`src/rtl/rx_os_pkg.sv`:
```
package rx_os_pkg;
  typedef enum logic [1:0] {
    ST_IDLE,
    ST_START,
    ST_DATA,
    ST_STOP
  } rx_state_e;
endpackage

```
`src/rtl/rx_os_sampler.sv`:
```
module rx_os_sampler #(
  parameter int unsigned OVS = 16,
  parameter int unsigned MID = 8
) (
  input  logic clk_i,
  input  logic rst_ni,
  input  logic tick_i,
  input  logic rx_i,
  input  logic sync_i,
  output logic edge_o,
  output logic vote_stb_o,
  output logic vote_o
);
  localparam int unsigned CW = $clog2(OVS) + 1;

  logic [CW-1:0] cnt_q;
  logic [CW-1:0] idx;
  logic          smp_a_q, smp_b_q, rx_prev_q;

  // idx: number of this strobe's sample within the current slot
  assign idx = cnt_q + 1'b1;

  always_ff @(posedge clk_i or negedge rst_ni) begin
    if (!rst_ni) begin
      cnt_q     <= '0;
      smp_a_q   <= 1'b1;
      smp_b_q   <= 1'b1;
      rx_prev_q <= 1'b1;
    end else if (tick_i) begin
      rx_prev_q <= rx_i;
      if (sync_i)                cnt_q <= CW'(1);
      else if (idx == CW'(OVS))  cnt_q <= '0;
      else                       cnt_q <= idx;
      if (idx == CW'(MID - 1)) smp_a_q <= rx_i;
      if (idx == CW'(MID))     smp_b_q <= rx_i;
    end
  end

  assign edge_o     = tick_i & rx_prev_q & ~rx_i;
  assign vote_stb_o = tick_i & ~sync_i & (idx == CW'(MID + 1));
  assign vote_o     = (smp_a_q & smp_b_q) | (smp_a_q & rx_i) | (smp_b_q & rx_i);
endmodule

```
`src/rtl/rx_os_frame.sv`:
```
module rx_os_frame
  import rx_os_pkg::*;
#(
  parameter int unsigned DW = 9
) (
  input  logic          clk_i,
  input  logic          rst_ni,
  input  logic          start_i,
  input  logic          vote_stb_i,
  input  logic          vote_i,
  input  logic          nine_i,
  input  logic          par_i,
  input  logic          two_i,
  output logic          sync_o,
  output logic          done_o,
  output logic [DW-1:0] word_o,
  output logic          fe_o,
  output logic          pe_o
);
  localparam int unsigned BCW = $clog2(DW);
  localparam logic [BCW-1:0] LAST_LONG  = BCW'(DW - 1);
  localparam logic [BCW-1:0] LAST_SHORT = BCW'(DW - 2);

  rx_state_e      state_q;
  logic [DW-1:0]  sr_q;
  logic [BCW-1:0] bit_q;
  logic           stop_more_q, fe_acc_q, nine_q, par_q;
  logic [BCW-1:0] last_bit;

  assign last_bit = nine_q ? LAST_LONG : LAST_SHORT;
  assign sync_o   = (state_q == ST_IDLE) & start_i;

  always_ff @(posedge clk_i or negedge rst_ni) begin
    if (!rst_ni) begin
      state_q     <= ST_IDLE;
      sr_q        <= '0;
      bit_q       <= '0;
      stop_more_q <= 1'b0;
      fe_acc_q    <= 1'b0;
      nine_q      <= 1'b0;
      par_q       <= 1'b0;
    end else begin
      unique case (state_q)
        ST_IDLE: if (sync_o) begin
          state_q     <= ST_START;
          nine_q      <= nine_i;   // mode frozen for the whole frame
          par_q       <= par_i;
          stop_more_q <= two_i;
          fe_acc_q    <= 1'b0;
          bit_q       <= '0;
        end
        ST_START: if (vote_stb_i) state_q <= vote_i ? ST_IDLE : ST_DATA;
        ST_DATA: if (vote_stb_i) begin
          sr_q <= {vote_i, sr_q[DW-1:1]};
          if (bit_q == last_bit) state_q <= ST_STOP;
          else                   bit_q   <= bit_q + 1'b1;
        end
        ST_STOP: if (vote_stb_i) begin
          fe_acc_q <= fe_acc_q | ~vote_i;
          if (stop_more_q) stop_more_q <= 1'b0;
          else             state_q     <= ST_IDLE;
        end
        default: state_q <= ST_IDLE;
      endcase
    end
  end

  assign done_o = (state_q == ST_STOP) & vote_stb_i & ~stop_more_q;
  assign word_o = nine_q ? sr_q : {1'b0, sr_q[DW-1:1]};
  assign fe_o   = fe_acc_q | ~vote_i;
  assign pe_o   = par_q & (^word_o);
endmodule

```
`src/rtl/rx_os_buffer.sv`:
```
module rx_os_buffer #(
  parameter int unsigned DW = 9
) (
  input  logic          clk_i,
  input  logic          rst_ni,
  input  logic          done_i,
  input  logic [DW-1:0] word_i,
  input  logic          fe_i,
  input  logic          pe_i,
  input  logic          rd_i,
  output logic [DW-1:0] rbuf_o,
  output logic          fe_o,
  output logic          pe_o,
  output logic          oe_o,
  output logic          pulse_o,
  output logic          err_o
);
  logic full_q;
  logic ovr;

  // a read in the arrival cycle frees the entry first
  assign ovr = full_q & ~rd_i;

  always_ff @(posedge clk_i or negedge rst_ni) begin
    if (!rst_ni) begin
      rbuf_o  <= '0;
      fe_o    <= 1'b0;
      pe_o    <= 1'b0;
      oe_o    <= 1'b0;
      pulse_o <= 1'b0;
      err_o   <= 1'b0;
      full_q  <= 1'b0;
    end else begin
      pulse_o <= done_i;
      err_o   <= done_i & (fe_i | pe_i | ovr);
      if (done_i) begin
        rbuf_o <= word_i;
        fe_o   <= fe_i;
        pe_o   <= pe_i;
        oe_o   <= ovr;
        full_q <= 1'b1;
      end else if (rd_i) begin
        full_q <= 1'b0;
      end
    end
  end
endmodule

```
`src/rtl/rx_os_receiver.sv`:
```
module rx_os_receiver #(
  parameter int unsigned DW  = 9,
  parameter int unsigned OVS = 16,
  parameter int unsigned MID = 8
) (
  input  logic          clk_i,
  input  logic          rst_ni,
  input  logic          tick16_i,
  input  logic          run_en_i,
  input  logic          rx_en_i,
  input  logic          nine_bit_i,
  input  logic          parity_en_i,
  input  logic          two_stop_i,
  input  logic          rx_i,
  input  logic          rd_i,
  output logic [DW-1:0] rbuf_o,
  output logic          rx_pulse_o,
  output logic          err_pulse_o,
  output logic          frame_err_o,
  output logic          parity_err_o,
  output logic          overrun_o
);
  logic          edge_w, vote_stb_w, vote_w, sync_w, done_w, fe_w, pe_w;
  logic [DW-1:0] word_w;

  rx_os_sampler #(.OVS(OVS), .MID(MID)) u_sampler (
    .clk_i      (clk_i),
    .rst_ni     (rst_ni),
    .tick_i     (tick16_i),
    .rx_i       (rx_i),
    .sync_i     (sync_w),
    .edge_o     (edge_w),
    .vote_stb_o (vote_stb_w),
    .vote_o     (vote_w)
  );

  rx_os_frame #(.DW(DW)) u_frame (
    .clk_i      (clk_i),
    .rst_ni     (rst_ni),
    .start_i    (edge_w & run_en_i & rx_en_i),
    .vote_stb_i (vote_stb_w),
    .vote_i     (vote_w),
    .nine_i     (nine_bit_i),
    .par_i      (parity_en_i),
    .two_i      (two_stop_i),
    .sync_o     (sync_w),
    .done_o     (done_w),
    .word_o     (word_w),
    .fe_o       (fe_w),
    .pe_o       (pe_w)
  );

  rx_os_buffer #(.DW(DW)) u_buffer (
    .clk_i   (clk_i),
    .rst_ni  (rst_ni),
    .done_i  (done_w),
    .word_i  (word_w),
    .fe_i    (fe_w),
    .pe_i    (pe_w),
    .rd_i    (rd_i),
    .rbuf_o  (rbuf_o),
    .fe_o    (frame_err_o),
    .pe_o    (parity_err_o),
    .oe_o    (overrun_o),
    .pulse_o (rx_pulse_o),
    .err_o   (err_pulse_o)
  );
endmodule

```
`config.mk`:
```
export PLATFORM = sky130hd
export DESIGN_NAME = rx_os_receiver
export DESIGN_NICKNAME = d
export VERILOG_FILES = /design/src/rtl/rx_os_pkg.sv /design/src/rtl/rx_os_sampler.sv /design/src/rtl/rx_os_frame.sv /design/src/rtl/rx_os_buffer.sv /design/src/rtl/rx_os_receiver.sv
export SDC_FILE = /design/constraint.sdc
export NUM_CORES = 1
export LEC_CHECK = 0
export ABC_AREA = 1
export CORE_ASPECT_RATIO = 2
export CORE_MARGIN = 10
export CORE_UTILIZATION = 45
export CTS_CLUSTER_SIZE = 28
export DETAILED_ROUTE_END_ITERATION = 7
export GPL_ROUTABILITY_DRIVEN = 0
export PLACE_DENSITY = 0.76
export SYNTH_ARGS = -nofsm -noshare
export SYNTH_HDL_FRONTEND = slang
export SYNTH_SLANG_ARGS = --single-unit
```
`constraint.sdc`:
```
create_clock -name clk_i -period 2.2 [get_ports clk_i]
set_input_delay 0.55 -clock clk_i [delete_from_list [all_inputs] [get_ports clk_i]]
set_output_delay 0.55 -clock clk_i [all_outputs]
set_load 0.01 [all_outputs]
```
[Yosys cells after proc, flatten, opt, wreduce, memory -nomap -nowiden]
Index checks and enable logic that the tools add are counted.
Operators by class
  multiplexer cells: 24
  add/subtract/negate cells: 2
  reductions and logical operators: 12
  equality and inequality tests: 15
  bitwise logic cells: 25
Operator list (count)
  $mux W4: 4
  $and A1 B1 Y1: 15
  $mux W2: 7
  $eq A5 B4 Y1 const B: 2
  $mux W5: 2
  $mux W9: 1
  $reduce_xor A9 Y1: 1
  $ne A2 B1 Y1 const B: 4
  $pmux W2 S4: 1
  $pmux W4 S2: 1
  $reduce_and A2 Y1: 4
  $mux W1: 6
  $ne A2 B2 Y1 const B: 3
  $reduce_and A6 Y1: 1
  $reduce_bool A2 Y1: 3
  $add A5 B1 Y5 const B: 1
  $eq A5 B3 Y1 const B: 1
  $eq A5 B5 Y1 const B: 1
  $not A1 Y1: 5
  $or A1 B1 Y1: 5
  $add A4 B1 Y4 const B: 1
  $eq A2 B2 Y1 const B: 2
  $eq A4 B4 Y1: 1
  $pmux W1 S2: 2
  other kinds (4): 4
Storage, ports and cells
  word-level logic and storage cells: 96
  input port bits: 10
  register bits after elaboration: 42

[Longest topological paths before layout]
Gate-level depths: netlist (run 1).
  word-level depth: 11
  mapped depth: 13
  depth with buffers taken out: 13

[Hierarchy]
From an unflattened synthesis (run 1), not the netlist that was laid out.
Unflattened totals
  cell total of the unflattened synthesis: 312
  area, all modules: 2336.0 sq um
Modules (own cells, without submodules)
  rx_os_frame: times used 1, cells an instance 182, area an instance 1218.7 sq um
  rx_os_buffer: times used 1, cells an instance 59, area an instance 554.3 sq um
  rx_os_sampler: times used 1, cells an instance 68, area an instance 549.3 sq um
  rx_os_receiver: times used 1, cells an instance 3, area an instance 13.8 sq um

[Worst setup path after synthesis (run 1)]
No wires, ideal clock.
  kind: input port to flip-flop
  start: in tick16_i
  end: reg u_buffer.rbuf_o[1]
  cell stages on the path: 12
  library setup time: 0.130 ns
  arrival time: 1.594 ns
  required time: 2.070 ns
  path slack: 0.476 ns
  cell sequence: buf_6 > nand2_2 > nor2_2 > nand3_4 > nand2_2 > nor2_2 > nand2_4 > nor3_4 > inv_2 > buf_6 > nand2_2 > o21ai_2
On the way
  longest elaborated chain between the ends: 10
Ends and longest elaborated chain
  from (decl): line rx_os_receiver.sv:8  | input logic tick16_i,
  $and A1 B1 Y1 (2 in series): line rx_os_sampler.sv:39  | assign edge_o = tick_i & rx_prev_q & ~rx_i;
  $and A1 B1 Y1 (2 in series): line rx_os_receiver.sv:40  | .start_i (edge_w & run_en_i & rx_en_i),
  $and A1 B1 Y1: line rx_os_frame.sv:31  | assign sync_o = (state_q == ST_IDLE) & start_i;
  $not A1 Y1: line rx_os_sampler.sv:40  | assign vote_stb_o = tick_i & ~sync_i & (idx == CW'(MID + 1));
  $and A1 B1 Y1 * (2 in series): line rx_os_sampler.sv:40
  $and A1 B1 Y1 * (2 in series): line rx_os_frame.sv:68  | assign done_o = (state_q == ST_STOP) & vote_stb_i & ~stop_more_q;
  net done_w: line rx_os_receiver.sv:23  | logic edge_w, vote_stb_w, vote_w, sync_w, done_w, fe_w, pe_w;
  to (signal assigned): line rx_os_buffer.sv:37  | rbuf_o <= word_i;
  to (decl): line rx_os_buffer.sv:11  | output logic [DW-1:0] rbuf_o,
Mark *: on every way through the listed nets, which the timed path passes. The rest lies on a longest branch.
A chain may end at the register's enable or synchronous reset.

[Final worst setup path (run 1)]
  start: reg u_sampler.cnt_q[1]
  end: reg u_buffer.rbuf_o[3]
On the way
  longest elaborated chain between the ends: 5
Ends and longest elaborated chain
  from (decl): line rx_os_sampler.sv:16  | logic [CW-1:0] cnt_q;
  from (signal assigned): line rx_os_sampler.sv:33  | else cnt_q <= idx;
  $add A5 B1 Y5: line rx_os_sampler.sv:21  | assign idx = cnt_q + 1'b1;
  $eq A5 B4 Y1: line rx_os_sampler.sv:40
  $and A1 B1 Y1: line rx_os_sampler.sv:40
  $and A1 B1 Y1 (2 in series): line rx_os_frame.sv:68
  net done_w: line rx_os_receiver.sv:23
The timed path passes the listed nets, and every way through them passes these cells.

==> flow_summary.ini, run 1 <==
[cts]
clock-sinks = 42
htree_levels = 2
cts.hold.buffers_added = 0
path_clk_slew_ns = 0.08
cts.repair.resized = 0
tritoncts = done
clk_path_buf_depth = 2
root_buffer = clkbuf_8
insertion_delay_ns = 0.30
cts_made_buffers = 5
cts_setup_buffers = 0

[setup_path]
crit_chain = ha_1, nand3_1, xor2_1, buf_4, nor2_4, nand2_4, nor3_4, inv_2, buf_12, nand2_1, o21ai_2
cp_data_arrival_time_ns = 2.16
worstPathMaxFanout = 25
crit_required_ns = 2.39
slowest_delay_ns = 0.43
critical_path_class = flop to flop
crit_slowest_cell = dfrtp_1
critPathCaptureType = flop
startpoint_type = flop
timing.rr.start = u_sampler.cnt_q[1]
crit_start = u_sampler.cnt_q[1]

[cells_and_area]
area_growth_pct = 17.6
diodes = 0
nNetsFinal = 345
instances_no_fill = 386
drive_gt1_share_pct = 16.2
finalInstanceArea_um2 = 2760
n_fill_cell = 513
layout.core_utilization_pct = 54.2

[sta]
slew_viol_final = 0
finalHoldWorstSlack_ns = 0.210
tightest_slew_ns = 0.512
skew_ns = 0.00863
max_freq_mhz = 508
max_slew_margin_pct = 65.9
fin_crit_ns = 1.97
finalHoldViolCount = 0
setup_viol = 0
post-route-period-util_pct = 89.5
rsz0062_at_grt = no

[floorplan]
fp.coreArea_um2 = 5090
die_h_um = 122
ios = 24
initial_core_util_pct = 46.1
row_count = 37
die_width_um = 71.1
die-area_um2 = 8680

[placed_design]
dp_hpwl_um = 3790
port_buffers = 23
dpl_cell_area_um2 = 2670
dpl.cell_count = 378

[power]
sw_frac_of_total_pct = 43.8
p_leak_nw = 1.39
seq_power_share_pct = 37.8
power_switching_mw = 1.51
finalPower_mw = 3.45
vdd_ir_drop_max_v = 0.000670
p_clk_share_pct = 14.2
comb_power_share_pct = 48.0
power_density_nw_per_um2 = 1250
p_int_mw = 1.94

[global_route]
track_usage_pct = 11.8
grt_max_degree = 26
grt_pass1_wl_um = 8400
overflow = 0
grt_antenna_before_repair = 0
grt_pass1_vias = 1973

[status]
status = finished, final reports clean

[logic_synthesis]
ys_seq_area_share_pct = 44.9
synth.area.mux_share_pct = 0.480
synth_top_family_by_area = simple AND/OR/NAND/NOR gates
synth-compound-area-share_pct = 11.3
syn_avg_cell_area_um2 = 7.90
synth_cell_type_count = 32
synthesis.area_um2 = 2350
synth_xor_area_share_pct = 0.746
synth_seq_cells = 42
yosysWarnings = 0
synth_simple_gate_area_share_pct = 29.5
synthAdderAreaFrac_pct = 4.69
syn-instance-count = 297
syn_nets = 315

[detailed_routing]
drt_iter0_drc = 71
drc_errors = 0
wire_per_inst_um = 12.5
wl_um = 4840
vias = 1949
first_pass_iters = 4
antenna_left = 0
viasPerCell = 5.05

[flow_run]
cap_violations = 0

[worst_hold_path]
hp-class = input pin to async pin
[cell families after synthesis]
group,count (synthesis)
fa+ha+maj,9
buf+inv,45
mux,1
xor+xnor,2
compound gates,44
simple gates,154
flops,42
[worst max-delay path, delay by kind of cell (launching register included)]
kind,cells,cell delay (ns)
xor+xnor,1,0.16
fa+ha+maj,1,0.26
simple gates,5,0.56
compound gates,1,0.05
flops,1,0.43
buf+inv,3,0.38
[layer usage]
metal	share of wire [%]	GRT usage [%]
met3	3.6	2.85
met5	0	0
met2	57	23.0
met4	2.9	6.33
met1	37	10.5
[layout make-up]
class	instances	area [um^2]	share of cell area, %
timing repair buffer	30	303	11.0
multi-input combinational	210	1100	40.0
tap	58	72.6	2.63
clock inverter	2	10.0	0.363
sequential	42	1050	38.2
inverter	38	143	5.17
clock buffer	6	72.6	2.63
[cells in the mapped netlist, drive strengths merged]
library cell,n,area [um^2]
o22ai,2,12.5
mux2,1,11.3
nor2,15,76.3
dfstp,3,78.8
dfrtp,39,976
inv,38,143
ha,8,100
or2,1,6.26
buf,6,48.8
nor4,1,6.26
a31oi,1,6.26
clkbuf,1,3.75
maj3,1,10.0
o21ai,38,228
nand4,2,12.5
xor2,2,17.5
and2,1,6.26
nor3,1,16.3
nand2,117,472
nand3,16,97.6
a21oi,3,18.8
[through the flow]
stage | setup slack (ns) | setup TNS (ns)
finish | 0.232 | 0
global route | 0.0317 | 0
CTS | 0.211 | 0
detailed placement | -0.0109 | -0.0132
global placement | 0.0539 | 0
floorplan | 0.476 | 0
[registers in the layout (all words and copies together), names as in the netlist, 4 cells and up, named ones only]
| signal | count |
|---|---|
| u_sampler.cnt_q | 5 |
| u_frame.bit_q | 4 |
| u_buffer.rbuf_o | 9 |
| u_frame.sr_q | 9 |
[cells in the final DEF, fill, tap and decap left out]
cell | synthesis | final
clkbuf_1 | 1 | 1
a31oi_1 | 1 | 1
nand2_1 | 106 | 106
buf_4 | 0 | 5
nor3_4 | 1 | 1
or2_2 | 1 | 1
inv_2 | 2 | 2
clkdlybuf4s50_1 | 0 | 22
maj3_1 | 1 | 1
nand3_2 | 1 | 2
nor4_1 | 1 | 1
clkbuf_8 | 0 | 5
buf_12 | 0 | 2
o21ai_0 | 25 | 25
a21oi_2 | 1 | 1
nand3_1 | 14 | 13
inv_1 | 36 | 36
xor2_1 | 2 | 2
nand2_2 | 10 | 10
mux2_2 | 1 | 1
buf_2 | 3 | 1
nor2_4 | 2 | 2
o21ai_1 | 3 | 3
dfrtp_1 | 39 | 39
and2_1 | 1 | 1
nand4_1 | 2 | 2
clkinv_2 | 0 | 2
nor2_1 | 11 | 10
o21ai_2 | 10 | 10
nor2_2 | 2 | 3
a21oi_1 | 2 | 2
o22ai_1 | 2 | 2
nand3_4 | 1 | 1
ha_1 | 8 | 8
nand2_4 | 1 | 1
dfstp_2 | 3 | 3
[power by group through the flow]
stage / Sequential, mW / Combinational (mW) / Clock, mW
finish: 1.30 / 1.66 / 0.490
global route: 1.34 / 1.90 / 0.535
detailed placement: 1.32 / 1.64 / 0
floorplan: 1.28 / 1.17 / 0
CTS: 1.30 / 1.66 / 0.507
global placement: 1.31 / 1.60 / 0
[worst paths after layout]
| check | end | slack (ns) | cells past startpoint |
|---|---|---|---|
| min reg2reg | u_buffer.fe_o | 0.48 | 2 |
| min | u_sampler.cnt_q[1] | 0.21 | 1 |
| max reg2reg | u_buffer.rbuf_o[3] | 0.23 | 11 |
| max in group asynchronous | u_sampler.smp_a_q | 1.44 | 2 |
| min in group clk_i | u_buffer.fe_o | 0.48 | 2 |
| max | u_buffer.rbuf_o[3] | 0.23 | 11 |
(Power assumes the default switching activity.)
==> run 2: changes to the inputs <==
CORE_ASPECT_RATIO = unset   (was 2)
==> run 2 against run 1 <==
  * Sequential power is essentially flat
  * Setup slack gained 0.067 ns
  * Fmax grew 3.5%
  * Clock-buffer cell count grew 1
  * Non-clock buffer count shrank 1
  * Via count shrank 1.4%
  * Register-to-register slack gained 0.07 ns
  * Routed wire length shrank 8.8%
  * Worst hold slack lost 0.0034 ns
  * Critical path depth shrank 1
  * Flip-flop and latch count is the same
==> flow_summary.ini, run 2 (same netlist as run 1, synthesis figures left out) <==
[status]
status = finished, final reports clean

[floorplan]
die_width_um = 92.2
fp.coreArea_um2 = 5070
initial_core_util_pct = 46.3
die-area_um2 = 8500
die_h_um = 92.2
row_count = 26
ios = 24

[detailed_routing]
wire_per_inst_um = 11.1
viasPerCell = 4.84
drt_iter0_drc = 113
wl_um = 4420
antenna_left = 0
vias = 1921
first_pass_iters = 4
drc_errors = 0

[sta]
tns_ns = 0
finalHoldViolCount = 0
max_slew_margin_pct = 62.9
max_freq_mhz = 526
fin_crit_ns = 1.90
tightest_slew_ns = 0.557
skew_ns = 0.00400
setup_viol = 0
post-route-period-util_pct = 86.4
rsz0062_at_grt = no
slew_viol_final = 0

[cts]
clock-sinks = 42
clk_path_buf_depth = 2
cts.repair.resized = 0
cts_setup_buffers = 0
tritoncts = done
htree_levels = 2
cts_made_buffers = 5
insertion_delay_ns = 0.30
path_clk_slew_ns = 0.08
root_buffer = clkbuf_8
cts.hold.buffers_added = 0

[power]
power_density_nw_per_um2 = 1260
vdd_ir_drop_max_v = 0.000523
p_int_mw = 2.07
p_clk_share_pct = 18.0
seq_power_share_pct = 37.0
comb_power_share_pct = 45.1
sw_frac_of_total_pct = 41.4
power_switching_mw = 1.46
p_leak_nw = 1.39

[setup_path]
cp_data_arrival_time_ns = 2.09
r2r_cells = 10
worstPathMaxFanout = 20
crit_required_ns = 2.39
startpoint_type = flop
critical_path_class = flop to flop
critPathCaptureType = flop

[cells_and_area]
seq_area_um2 = 1050
area_growth_pct = 19.0
nNetsFinal = 344
drive_gt1_share_pct = 15.3
top_regs = u_buffer.rbuf_o (9), u_frame.sr_q (9), u_sampler.cnt_q (5)
n_fill_cell = 492
finalInstanceArea_um2 = 2790
final_cell_mix = 106 x nand2_1, 39 x dfrtp_1, 36 x inv_1
multi_input_area_um2 = 1100
layout_commonest_cell = nand2_1
diodes = 0

[placed_design]
dpl_cell_area_um2 = 2680
dp_hpwl_um = 3390
port_buffers = 23

[global_route]
grt_antenna_before_repair = 0
track_usage_pct = 11.2
overflow = 0
grt_pass1_wl_um = 8000
grt_pass1_vias = 1834
grt_max_degree = 23

[flow_run]
cap_violations = 0

[worst_hold_path]
hp-class = input pin to async pin
[run 2: changes by cell type in the layout (fill, tap and decap cells not counted)]
cell,before,now
buf_4,5,4
bufinv_16,0,1
clkbuf_8,5,6
clkinv_2,2,0
nand3_1,13,14
nand3_2,2,1
nor2_1,10,11
nor2_2,3,2
[run 2: final timing paths]
check | from | to | slack [ns]
setup / recovery | u_sampler.cnt_q[1] | u_buffer.rbuf_o[4] | 0.30
hold / removal | rst_ni | u_buffer.rbuf_o[5] | 0.21
setup reg to reg | u_sampler.cnt_q[1] | u_buffer.rbuf_o[4] | 0.30
hold reg to reg | u_buffer.rbuf_o[3] | u_buffer.rbuf_o[3] | 0.49
max in group asynchronous | rst_ni | u_frame.bit_q[1] | 1.51
min in group clk_i | u_buffer.rbuf_o[3] | u_buffer.rbuf_o[3] | 0.49
[run 2: power groups by stage]
stage          Combinational, mW  Sequential [mW]  Clock, mW
5_1_grt                     1.85             1.35      0.690
3_3_place_gp                1.56             1.31          0
3_5_place_dp                1.60             1.31          0
2_1_floorplan               1.17             1.28          0
6_report                    1.59             1.30      0.633
4_1_cts                     1.61             1.30      0.651
[run 2: through the flow]
stage	setup WS [ns]	power (mW)	cells	util (%)	hold slack [ns]
floorplan	0.476	2.45	297	-	0.254
global placement	0.0660	2.86	389	52.8	0.468
detailed placement	0.0298	2.92	389	52.8	0.474
CTS	0.299	3.56	397	55.1	0.231
global route	0.0690	3.89	397	55.1	0.239
finish	0.299	3.52	397	55.1	0.206
[run 2: worst max-delay path, stage by stage, from the launching register on]
cell and delay, ns:
dfrtp_1 0.42, ha_1 0.26, nand3_1 0.12, xor2_1 0.22, nor2_4 0.15, nand2_4 0.09, nor3_4 0.17, inv_2 0.07
buf_12 0.16, nand2_1 0.08, o21ai_2 0.05
[run 2: final cells by class]
cell class	instances	area share (%)
multi-input combinational	210	39.3
sequential	42	37.8
timing repair buffer	29	10.6
inverter	38	5.11
tap	70	3.13
clock buffer	7	3.09
clock inverter	1	1.07
[run 2: routing by layer]
metal,vias up,part of all wire (%),GRT usage (%),routed length [um]
met5,-,0,0,0
li1,988,-,-,-
met3,7,6.7,3.59,298
met2,52,43,17.3,1880
met4,0,1.7,5.40,77
met1,874,49,13.8,2160
